===== src/rtl/idx_ea_pkg.sv =====
package idx_ea_pkg;

  typedef enum logic [3:0] {
    S_IDLE,
    S_BD_HI,
    S_BD_LO,
    S_OD_HI,
    S_OD_LO,
    S_CALC,
    S_RD_REQ,
    S_RD_RSP,
    S_DONE
  } ea_state_t;

  // Displacement size codes shared by the base and outer fields
  localparam logic [1:0] DISP_WORD = 2'b10;
  localparam logic [1:0] DISP_LONG = 2'b11;

  typedef struct packed {
    logic [3:0] sel;
    logic       full;
    logic [1:0] shamt;
    logic       long_fmt;
    logic       base_off;
    logic       idx_off;
    logic [1:0] bd;
    logic [1:0] od;
    logic       post;
  } ext_fields_t;

endpackage


===== src/rtl/idx_ea_decode.sv =====
module idx_ea_decode
  import idx_ea_pkg::*;
(
  input  logic [15:0] ext_word,
  input  logic        no_scale,
  output ext_fields_t fields
);

  logic unused_bit3;
  assign unused_bit3 = ext_word[3];

  always_comb begin
    fields.sel      = ext_word[15:12];
    fields.full     = ext_word[11];
    fields.shamt    = no_scale ? 2'd0 : ext_word[10:9];
    fields.long_fmt = ext_word[8] & ~no_scale;
    fields.base_off = ext_word[7];
    fields.idx_off  = ext_word[6];
    fields.bd       = ext_word[5:4];
    fields.post     = ext_word[2];
    fields.od       = ext_word[1:0];
  end

endmodule


===== src/rtl/idx_ea_index.sv =====
module idx_ea_index #(
  parameter int ADDR_W = 32
) (
  input  logic [ADDR_W-1:0] reg_val,
  input  logic              full,
  input  logic [1:0]        shamt,
  output logic [ADDR_W-1:0] index
);

  localparam int HALF_W = 16;

  logic [ADDR_W-1:0] widened;

  assign widened = full ? reg_val
                        : {{(ADDR_W-HALF_W){reg_val[HALF_W-1]}}, reg_val[HALF_W-1:0]};
  assign index   = widened << shamt;

endmodule


===== src/rtl/idx_ea_calc.sv =====
module idx_ea_calc
  import idx_ea_pkg::*;
#(
  parameter int ADDR_W = 32,
  parameter int REG_CNT = 16
) (
  input  logic                       clk,
  input  logic                       rst_n,
  input  logic                       start,
  input  logic                       no_scale,
  input  logic [ADDR_W-1:0]          base_in,
  input  logic [15:0]                ext_word,
  output logic [$clog2(REG_CNT)-1:0] idx_sel,
  input  logic [ADDR_W-1:0]          idx_data,
  input  logic                       ifetch_valid,
  output logic                       ifetch_ready,
  input  logic [15:0]                ifetch_word,
  output logic                       mrd_valid,
  input  logic                       mrd_ready,
  output logic [ADDR_W-1:0]          mrd_addr,
  input  logic                       mrd_rsp_valid,
  output logic                       mrd_rsp_ready,
  input  logic [ADDR_W-1:0]          mrd_rsp_data,
  output logic                       done,
  output logic [ADDR_W-1:0]          ea_out
);

  localparam int SEL_W  = $clog2(REG_CNT);
  localparam int WORD_W = 16;
  localparam int BYTE_W = 8;

  ea_state_t         state;
  ext_fields_t       dec_f, fr;
  logic [ADDR_W-1:0] idx_now;
  logic [ADDR_W-1:0] acc, idx_r, outer;
  logic [WORD_W-1:0] hi_r;
  logic              post_r;
  logic              in_idle;
  logic              word_take;
  logic [ADDR_W-1:0] word_sext, long_val, short_sum;

  idx_ea_decode u_dec (
    .ext_word (ext_word),
    .no_scale (no_scale),
    .fields   (dec_f)
  );

  idx_ea_index #(.ADDR_W(ADDR_W)) u_idx (
    .reg_val (idx_data),
    .full    (dec_f.full),
    .shamt   (dec_f.shamt),
    .index   (idx_now)
  );

  assign idx_sel   = SEL_W'(dec_f.sel);
  assign in_idle   = (state == S_IDLE);
  assign word_take = ifetch_valid && ifetch_ready;
  assign word_sext = {{(ADDR_W-WORD_W){ifetch_word[WORD_W-1]}}, ifetch_word};
  assign long_val  = ADDR_W'({hi_r, ifetch_word});
  assign short_sum = base_in + {{(ADDR_W-BYTE_W){ext_word[BYTE_W-1]}}, ext_word[BYTE_W-1:0]}
                     + idx_now;

  function automatic ea_state_t od_entry(input logic [1:0] code);
    case (code)
      DISP_WORD: return S_OD_LO;
      DISP_LONG: return S_OD_HI;
      default:   return S_CALC;
    endcase
  endfunction

  function automatic ea_state_t bd_entry(input logic [1:0] bcode, input logic [1:0] ocode);
    case (bcode)
      DISP_WORD: return S_BD_LO;
      DISP_LONG: return S_BD_HI;
      default:   return od_entry(ocode);
    endcase
  endfunction

  always_ff @(posedge clk) begin
    if (!rst_n) begin
      state  <= S_IDLE;
      fr     <= '0;
      acc    <= '0;
      idx_r  <= '0;
      outer  <= '0;
      hi_r   <= '0;
      post_r <= 1'b0;
    end else begin
      case (state)
        S_IDLE: begin
          if (start) begin
            fr    <= dec_f;
            outer <= '0;
            if (!dec_f.long_fmt) begin
              acc    <= short_sum;
              idx_r  <= '0;
              post_r <= 1'b0;
              state  <= S_DONE;
            end else begin
              acc    <= dec_f.base_off ? '0 : base_in;
              idx_r  <= dec_f.idx_off ? '0 : idx_now;
              post_r <= dec_f.post;
              state  <= bd_entry(dec_f.bd, dec_f.od);
            end
          end
        end
        S_BD_HI: if (word_take) begin
          hi_r  <= ifetch_word;
          state <= S_BD_LO;
        end
        S_BD_LO: if (word_take) begin
          acc   <= acc + ((fr.bd == DISP_LONG) ? long_val : word_sext);
          state <= od_entry(fr.od);
        end
        S_OD_HI: if (word_take) begin
          hi_r  <= ifetch_word;
          state <= S_OD_LO;
        end
        S_OD_LO: if (word_take) begin
          outer <= (fr.od == DISP_LONG) ? long_val : word_sext;
          state <= S_CALC;
        end
        S_CALC: begin
          if (!post_r) acc <= acc + idx_r;
          state <= (fr.od != 2'b00) ? S_RD_REQ : S_DONE;
        end
        S_RD_REQ: if (mrd_ready) state <= S_RD_RSP;
        S_RD_RSP: if (mrd_rsp_valid) begin
          acc   <= mrd_rsp_data;
          state <= S_DONE;
        end
        S_DONE:  state <= S_IDLE;
        default: state <= S_IDLE;
      endcase
    end
  end

  always_comb begin
    ifetch_ready  = (state == S_BD_HI) || (state == S_BD_LO) ||
                    (state == S_OD_HI) || (state == S_OD_LO);
    mrd_valid     = (state == S_RD_REQ);
    mrd_addr      = acc;
    mrd_rsp_ready = (state == S_RD_RSP);
    done          = (state == S_DONE);
    ea_out        = acc + (post_r ? idx_r : '0) + outer;
  end

endmodule


===== config.mk =====
export PLATFORM = sky130hd
export DESIGN_NAME = idx_ea_calc
export DESIGN_NICKNAME = d
export VERILOG_FILES = /design/src/rtl/idx_ea_pkg.sv /design/src/rtl/idx_ea_decode.sv /design/src/rtl/idx_ea_index.sv /design/src/rtl/idx_ea_calc.sv
export SDC_FILE = /design/constraint.sdc
export NUM_CORES = 1
export LEC_CHECK = 0
export ABC_AREA = 0
export BUFFER_PORTS_ARGS = -buffer_cell sky130_fd_sc_hd__buf_2
export CELL_PAD_IN_SITES_DETAIL_PLACEMENT = 1
export CELL_PAD_IN_SITES_GLOBAL_PLACEMENT = 2
export CORE_UTILIZATION = 37
export CTS_CLUSTER_DIAMETER = 150
export DETAILED_ROUTE_END_ITERATION = 7
export GPL_TIMING_DRIVEN = 0
export PLACE_DENSITY_LB_ADDON = 0.1
export SLEW_MARGIN = 10
export SYNTH_ARGS = -nofsm -noshare
export SYNTH_HDL_FRONTEND = slang
export SYNTH_HIERARCHICAL = 1
export SYNTH_SLANG_ARGS = --single-unit
export TNS_END_PERCENT = 30

===== constraint.sdc =====
create_clock -name clk -period 7.4 [get_ports clk]
set_clock_uncertainty 0.1 [all_clocks]
set_input_delay 1.48 -clock clk [delete_from_list [all_inputs] [get_ports clk]]
set_output_delay 1.48 -clock clk [all_outputs]
set_load 0.02 [all_outputs]

== After elaboration in Yosys (flattened, before gate mapping) ==
Index checks and enable logic that the tools add are counted.
Storage, ports and cells
  register bits after elaboration: 121
  latch bits: 0
  memory bits (writable): 0
  memory bits (read-only): 0
  logic and storage cells: 85
  memories: 0
Cells by class
  $add $sub $neg: 6
  $mul: 0
  div/mod/pow operators: 0
  $lt $le $gt $ge: 0
  eq/ne operators: 23
  shifts and indexed selects: 1
  muxes and demuxes: 31
  bitwise logic cells: 2
  reduce and logical (&&, ||, !) cells: 14
Operators with widths (number)
  $mux 32: 14
  $add 32x32->32: 6
  $pmux 32 s4: 1
  $pmux 32 s2: 1
  $mux 4: 9
  $pmux 4 s8: 1
  $shl 32x2->32: 1
  $pmux 3 s2: 3
  $eq 4x3->1 const B: 4
  $eq 2x2->1 const B: 7
  $ne 2x2->1 const B: 7
  $eq 4x2->1 const B: 2
  $reduce_and 7->1: 1
  $reduce_and 5->1: 1
  $eq 4x1->1 const B: 1
  $eq 4x4->1 const B: 1
  $logic_not 4->1: 1
  $reduce_and 2->1: 2
  $reduce_bool 2->1: 2
  $reduce_bool 4->1: 1
  $logic_or 1x1->1: 3
  $reduce_and 3->1: 1
  $mux 2: 1
  $ne 2x1->1 const B: 1
  other kinds (5): 5

== Longest topological paths before layout ==
Gate-level depths: netlist of run 1.
  depth in word-level cells: 7
  mapped depth: 20
  gate-level depth less buffers: 17

== Modules after synthesis ==
The synthesis of run 1 kept the hierarchy.
By module, submodules not included
  idx_ea_calc: instances 1, cells an instance 1548, area each 12316.8 µm²
  idx_ea_index: instances 1, cells an instance 80, area each 824.5 µm²
  idx_ea_decode: instances 1, cells an instance 15, area each 108.9 µm²

== Worst setup path before layout of run 1 ==
Ideal clock, no wire load.
  kind: input-to-reg
  start: in ext_word[9]
  end: reg acc[31] (netlist: mrd_addr[31])
  setup time: 0.134 ns
  arrival: 5.236 ns
  data required time: 7.166 ns
  setup slack: 1.930 ns
  stages on the path: 19
  cell sequence: nor2b_1 > buf_6 > buf_12 > buf_6 > mux2i_1 > nor2_1 > fa_1 > ha_1 > inv_1 > fa_1 > nor2b_4 > o31a_1 > o311ai_2 > o21ai_2 > a2111oi_4 > nor2_2 > a41oi_2 > nor2_1 > or4b_1
Between the ends
  cells in the longest elaborated chain, start to end: 6
RTL lines
  start: declaration: RTL line idx_ea_calc.sv:12  | input logic [15:0] ext_word,
  $mux 2: RTL line idx_ea_decode.sv:15  | fields.shamt = no_scale ? 2'd0 : ext_word[10:9];
  $shl 32x2->32: RTL line idx_ea_index.sv:16  | assign index = widened << shamt;
  named net idx_now[1]: RTL line idx_ea_calc.sv:34  | logic [ADDR_W-1:0] idx_now;
  $add 32x32->32: RTL line idx_ea_calc.sv:61  | + idx_now;
  $mux 32: RTL line idx_ea_calc.sv:94  | if (!dec_f.long_fmt) begin
  $mux 32: RTL line idx_ea_calc.sv:91  | if (start) begin
  $pmux 32 s4: RTL line idx_ea_calc.sv:89  | case (state)
  end signal: assignment: RTL line idx_ea_calc.sv:95  | acc <= short_sum;
  end signal: assignment: RTL line idx_ea_calc.sv:100  | acc <= dec_f.base_off ? '0 : base_in;
  end signal: assignment: RTL line idx_ea_calc.sv:112  | acc <= acc + ((fr.bd == DISP_LONG) ? long_val : word_sext);
  end: declaration: RTL line idx_ea_calc.sv:35  | logic [ADDR_W-1:0] acc, idx_r, outer;
The timed path passes the listed nets, and every way through them passes these cells. The select of a mux whose other input is x is not followed.
A chain may end at the register's enable or synchronous reset.

== Final worst setup path of run 1 ==
  start: reg post_r
  end: out ea_out[29]
Between the ends
  cells in the longest elaborated chain, start to end: 3
RTL lines
  start: declaration: RTL line idx_ea_calc.sv:37  | logic post_r;
  start signal: assignment: RTL line idx_ea_calc.sv:102  | post_r <= dec_f.post;
  $mux 32: RTL line idx_ea_calc.sv:145  | ea_out = acc + (post_r ? idx_r : '0) + outer;
  $add 32x32->32 (2 in a row): RTL line idx_ea_calc.sv:145
  end: declaration: RTL line idx_ea_calc.sv:25  | output logic [ADDR_W-1:0] ea_out
No other way between the ends.

==> flow_summary.json, run 1 <==
{
  "drc": 0,
  "fin_crit_ns": 6.64,
  "tns_ns": 0,
  "dr.pass1.iters": 5,
  "wl_mm": 54.8,
  "async_flop_share_pct": 0,
  "worstPathCellList": "clkbuf_1 -> and2_1 -> fa_1 -> ha_1 -> a211oi_1 -> o21ai_0 -> o22ai_1 -> nor2_1 -> a211oi_1 -> a21oi_1 -> a31o_2 -> o41ai_1 -> xnor2_1 -> buf_2",
  "antenna_left": 0,
  "fillers": 4335,
  "cp-start-kind": "register",
  "synth_area_mm2": 0.0133,
  "grtUsageTotal_pct": 30.2,
  "hold_ws_ns": 0.377,
  "via_count": 13600,
  "cts_resized": 0,
  "arrival_ns": 5.06,
  "yosys_warnings": 6,
  "p_per_area_mw_per_mm2": 321,
  "synth_fp_nets": 1941,
  "leakage_uw": 0.00662,
  "slew_violations": 0,
  "status": "complete, no violations",
  "cts_tree": "built",
  "gp_congestion": 0.935,
  "cp_slowest_cell": "dfxtp_1",
  "cts_buffers": 17,
  "via_per_inst": 5.83,
  "fp.dieW_um": 191,
  "tightest_slew_ns": 1.22,
  "required_ns": 5.82,
  "synth_edf_count": 0,
  "grt_pass1_wl_mm": 82.4,
  "ir_drop_mv": 0.161,
  "final.period_utilization_pct": 89.7,
  "relSlewSlack_pct": 18.8,
  "hold_violations": 0,
  "yosysTopAreaCell": "dfxtp_1",
  "drive_above_1_share_pct": 16.0,
  "timing.rr.start": "state[2]",
  "max_stage_delay_ns": 0.55,
  "cts_num_sinks": 121,
  "numPortBuffers": 201,
  "cpMostUsedCell": "a211oi_1",
  "drtIter0Drc": 784,
  "hpwl_mm": 46.5,
  "rows": 68,
  "ctsHoldBuffers": 0,
  "rsz0062_at_grt": "no",
  "cts_buffer_depth": 2,
  "cts-htree-levels": 4,
  "post_cts_buffers": 0,
  "ys_seq_area_share_pct": 18.3,
  "worst-path-max-fanout": 10,
  "ys_types": 81,
  "first_global_vias": 13800,
  "fin_nets": 2161,
  "dp.cells": 2299,
  "die_area_mm2": 0.0366,
  "fin_util_pct": 44.3,
  "critPathKind": "reg2out",
  "area_growth_pct": 16.6,
  "io_pins": 207,
  "root_buffer": "clkbuf_16",
  "startpoint": "post_r",
  "core_mm2": 0.0349,
  "instances_no_fill": 2331,
  "drv_cap": 0,
  "synth_ff_type": "dfxtp_1",
  "worstHoldStart": "idx_r[1]",
  "n_antenna_cell": 0,
  "routedWlPerCell_um": 23.5,
  "grt_start_max_net_pins": 27,
  "syn_inst": 1643,
  "setup_violations": 0,
  "clock_latency_ns": 0.45,
  "initial_utilization_pct": 38.0,
  "grt_overflow": 0,
  "cp-end-kind": "output port",
  "fp.dieH_um": 191,
  "clk_pin_slew_ns": 0.06,
  "synth_top_area_share_pct": 18.3,
  "max_freq_ghz": 0.151,
  "critPathTopFamily": "compound AO/OA/AOI/OAI gates",
  "hp-class": "reg2reg",
  "grt_antenna_before_repair": 0,
  "syn_area_per_cell_um2": 8.06,
  "timing.critical_path.buf_inv": 2,
  "ys_top_cells_by_area": "dfxtp_1 (18%), fa_1 (9.8%), ha_1 (9.3%)",
  "synth_seq_cells": 121
}
-- area by class of cell --
class                           instances  area [um^2]  share of cell area [%]
Clock inverter                         15          193                    1.25
Inverter                               35          131                   0.851
Sequential cell                       121         2420                    15.7
Buffer                                109          499                    3.23
Multi-Input combinational cell       1378        10200                    66.0
Clock buffer                           17          425                    2.75
Timing Repair Buffer                  201         1010                    6.51
Tap cell                              455          569                    3.69
-- tightest hold or removal path, delay by kind of cell (launching register included) --
family             cells  cell delay, ns
DFF                    1            0.31
AOI/OAI and AO/OA      1            0.06
and+or+nand+nor        1            0.05
-- routing by layer --
layer / up-vias / part of all wire, % / track usage [%] / routed length (um)
li1: 6449 / - / - / -
met1: 6723 / 48 / 42.1 / 26500
met2: 371 / 46 / 50.3 / 25300
met3: 53 / 3.7 / 2.35 / 2020
met4: 0 / 1.9 / 7.51 / 1060
met5: - / 0 / 0 / 0
-- synthesized netlist by cell type (4+ instances only) --
master	count
nand4_1	16
o221ai_1	11
a31oi_1	34
nand3_1	74
a221o_1	6
mux2_2	17
a21boi_0	93
inv_1	34
xnor2_1	50
and4_1	6
a211oi_1	15
mux2i_1	23
o21ai_0	119
or3_1	6
buf_4	14
o211a_1	6
nor2_1	72
o22ai_1	4
xor2_1	31
a221oi_1	24
a21oi_1	106
or2_2	6
ha_1	98
dfxtp_1	121
o21bai_1	7
nor2b_1	15
nand2_1	215
and2_1	39
a2111oi_0	4
nand2b_1	18
buf_1	7
nor3b_1	4
a22oi_1	6
o31ai_1	6
and3_1	8
nor3_1	16
nor4_1	5
buf_2	5
a222oi_1	4
o21a_1	17
fa_1	65
clkbuf_1	80
mux4_2	9
o211ai_1	23
a21o_1	50
-- report_power, final --
group          switching [uW]  total [uW]  internal, uW
clock network             354         890           536
registers                 206         971           765
logic                    2010        3090          1080
-- worst paths after layout --
path	end	slack, ns	cells after the start
worst max-delay path	ea_out[29]	0.76	14
worst min-delay path	idx_r[1]	0.38	2
worst max register to register	mrd_addr[31]	1.54	16
worst min register to register	idx_r[1]	0.38	2
-- placed cells by master, fill, tap and decap left out, types with 24 or more instances in the layout --
master,instances
nor2_1,72
fa_1,65
nand3_1,74
a21boi_0,93
dfxtp_1,121
xor2_1,31
and2_1,39
clkbuf_1,80
a21oi_1,106
a221oi_1,24
nand2_1,215
xnor2_1,50
inv_1,34
ha_1,98
a21o_1,50
buf_2,206
o21ai_0,119
a31oi_1,34
-- flip-flops by register name (all words and copies together), names as in the netlist --
name / flops
outer: 32
state: 4
post_r: 1
fr: 4
idx_r: 32
mrd_addr: 32
hi_r: 16
-- per-stage QoR --
stage	total power (uW)	cell area (um^2)	setup slack [ns]
final	4950	15400	0.763
after floorplan	2990	13300	1.93
after global placement	3980	14800	1.15
after CTS	4930	15400	0.631
after global routing	5290	15400	0.413
after detailed placement	4030	14800	1.09
-- logic make-up (layout without fill, tap and decap cells) --
kind of cell    Yosys count  in the layout  synth area share, %
simple gates            513            513                 18.4
mux                      52             52                 5.31
compound gates          569            569                 28.8
xor+xnor                 81             81                 5.35
fa+ha+maj               163            163                 19.1
buf+inv                 144            377                 4.76
flops                   121            121                 18.3
No activity file was read; power rests on OpenSTA's default activity.
==> run 2: changes to the inputs <==
--- a/config.mk
+++ b/config.mk
@@ -7,7 +7,7 @@
 export LEC_CHECK = 0
 export ABC_AREA = 0
 export BUFFER_PORTS_ARGS = -buffer_cell sky130_fd_sc_hd__buf_2
-export CELL_PAD_IN_SITES_DETAIL_PLACEMENT = 1
+export CELL_PAD_IN_SITES_DETAIL_PLACEMENT = 2
 export CELL_PAD_IN_SITES_GLOBAL_PLACEMENT = 2
 export CORE_UTILIZATION = 37
 export CTS_CLUSTER_DIAMETER = 150
==> constraint.sdc (replaced) <==
create_clock -name clk -period 8.6 [get_ports clk]
set_clock_uncertainty 0.1 [all_clocks]
set_input_delay 1.72 -clock clk [delete_from_list [all_inputs] [get_ports clk]]
set_output_delay 1.72 -clock clk [all_outputs]
set_load 0.02 [all_outputs]
==> run 2 against run 1 <==
Compared with the run above: critical path depth unchanged; flip-flop and latch count did not move; global-route usage is 3.2 points higher; die area stayed put; routed wire length rose by 10%; setup slack better by 0.89 ns; design area down 0.11%; register-to-register slack better by 0.95 ns; critical path type unchanged.
==> flow_summary.json, run 2 (synthesized netlist as in run 1, its figures left out) <==
{
  "status": "complete, no violations",
  "hpwl_mm": 50.4,
  "cts_num_sinks": 121,
  "ctsHoldBuffers": 0,
  "design_area_mm2": 0.0154,
  "hp-class": "reg2reg",
  "setup_violations": 0,
  "fin_nets": 2161,
  "cp_slowest_cell": "dfxtp_1",
  "p_per_area_mw_per_mm2": 280,
  "drive_above_1_share_pct": 16.1,
  "drtIter0Drc": 659,
  "fillers": 4059,
  "grt_start_max_net_pins": 27,
  "rsz0062_at_grt": "no",
  "gp_congestion": 0.935,
  "clk_pin_slew_ns": 0.06,
  "arrival_ns": 5.13,
  "fin_crit_ns": 6.95,
  "grt_antenna_before_repair": 1,
  "root_buffer": "clkbuf_16",
  "fp.dieW_um": 191,
  "via_per_inst": 6.02,
  "first_global_vias": 15300,
  "relSlewSlack_pct": 16.9,
  "io_pins": 207,
  "worst-path-max-fanout": 10,
  "cpMostUsedCell": "a21oi_1",
  "grt_pass1_wl_mm": 91.7,
  "drc": 0,
  "antenna_left": 0,
  "final.period_utilization_pct": 80.8,
  "routedWlPerCell_um": 26.0,
  "cts_resized": 0,
  "area_growth_pct": 16.4,
  "rows": 68,
  "max_stage_delay_ns": 0.56,
  "required_ns": 6.78,
  "placed_area_mm2": 0.0148,
  "clock_latency_ns": 0.44,
  "ir_drop_mv": 0.127,
  "layout_commonest_cell": "nand2_1",
  "core_mm2": 0.0349,
  "cp-end-kind": "output port",
  "cts_buffers": 17,
  "wl_mm": 60.6,
  "numPortBuffers": 201,
  "hold_violations": 0,
  "fp.dieH_um": 191,
  "drv_cap": 0,
  "post_cts_buffers": 0,
  "die_area_mm2": 0.0366,
  "tns_ns": 0,
  "slew_violations": 0,
  "worstPathCellList": "clkbuf_1 -> and2_1 -> fa_1 -> ha_1 -> a21o_1 -> a21oi_1 -> o21ai_0 -> a221o_1 -> a211oi_1 -> a21oi_1 -> a31o_2 -> o41ai_1 -> xnor2_1 -> buf_2",
  "max_freq_ghz": 0.144,
  "grt_overflow": 0,
  "dr.pass1.iters": 5,
  "mostFrequentLayoutCells": "nand2_1 (215), buf_2 (206), dfxtp_1 (121)",
  "via_count": 14000,
  "critPathKind": "reg2out",
  "cp-start-kind": "register",
  "tightest_slew_ns": 1.24,
  "cts_tree": "built",
  "cts-htree-levels": 4,
  "initial_utilization_pct": 38.0,
  "leakage_uw": 0.00660,
  "grtUsageTotal_pct": 33.5,
  "cts_buffer_depth": 2
}
==> run 2: worst paths after layout <==
| check | start | end | slack, ns | cells after the start |
|---|---|---|---|---|
| setup / recovery | post_r | ea_out[29] | 1.65 | 14 |
| hold / removal | idx_r[2] | idx_r[2] | 0.38 | 2 |
| setup reg to reg | state[2] | mrd_addr[31] | 2.49 | 16 |
| hold reg to reg | idx_r[2] | idx_r[2] | 0.38 | 2 |
==> run 2: final cells by class <==
| class | count | area (um^2) | area share (%) |
|---|---|---|---|
| multi-input cells | 1378 | 10200 | 66.1 |
| flip-flops and latches | 121 | 2420 | 15.7 |
| repair buffers | 201 | 1010 | 6.52 |
| well taps | 455 | 569 | 3.69 |
| plain buffers | 109 | 499 | 3.24 |
| clock buffers | 17 | 425 | 2.76 |
| clock inverters | 15 | 168 | 1.09 |
| inverters | 35 | 131 | 0.852 |
| diodes | 1 | 2.50 | 0.0162 |
==> run 2: through the flow <==
step | hold WS (ns) | instances | total power, uW | setup slack, ns | util [%]
CTS | 0.387 | 2331 | 4300 | 1.57 | 44.2
floorplan | 0.341 | 1643 | 2570 | 2.89 | -
finish | 0.383 | 2332 | 4320 | 1.65 | 44.2
detailed placement | 0.381 | 2299 | 3520 | 1.96 | 42.5
global route | 0.421 | 2331 | 4590 | 1.36 | 44.2
global placement | 0.354 | 2299 | 3430 | 2.11 | 42.5
==> run 2: critical path, delay by kind of cell, from the launching register on <==
family / cells / cell delay [ns]
DFF: 1 / 0.56
buffers and inverters: 2 / 0.59
xor gates and xnor gates: 1 / 0.16
adders and majority gates: 2 / 0.79
AOI/OAI and AO/OA: 8 / 2.37
and+or+nand+nor: 1 / 0.22
==> run 2: per-layer routing <==
metal  global-route usage (%)  vias to the layer above  share of wire, %
met5                        0                        -             0.026
met4                     11.4                        2               3.0
met3                     4.53                      105               4.6
met2                     56.8                      406                48
met1                     43.3                     7087                45
li1                         -                     6440                 -
==> run 2: report_power, final <==
part	leakage, uW	total (uW)	switching, uW	internal (uW)
logic	0.00534	2740	1800	938
clock network	0.000274	737	306	431
registers	0.000985	841	182	659
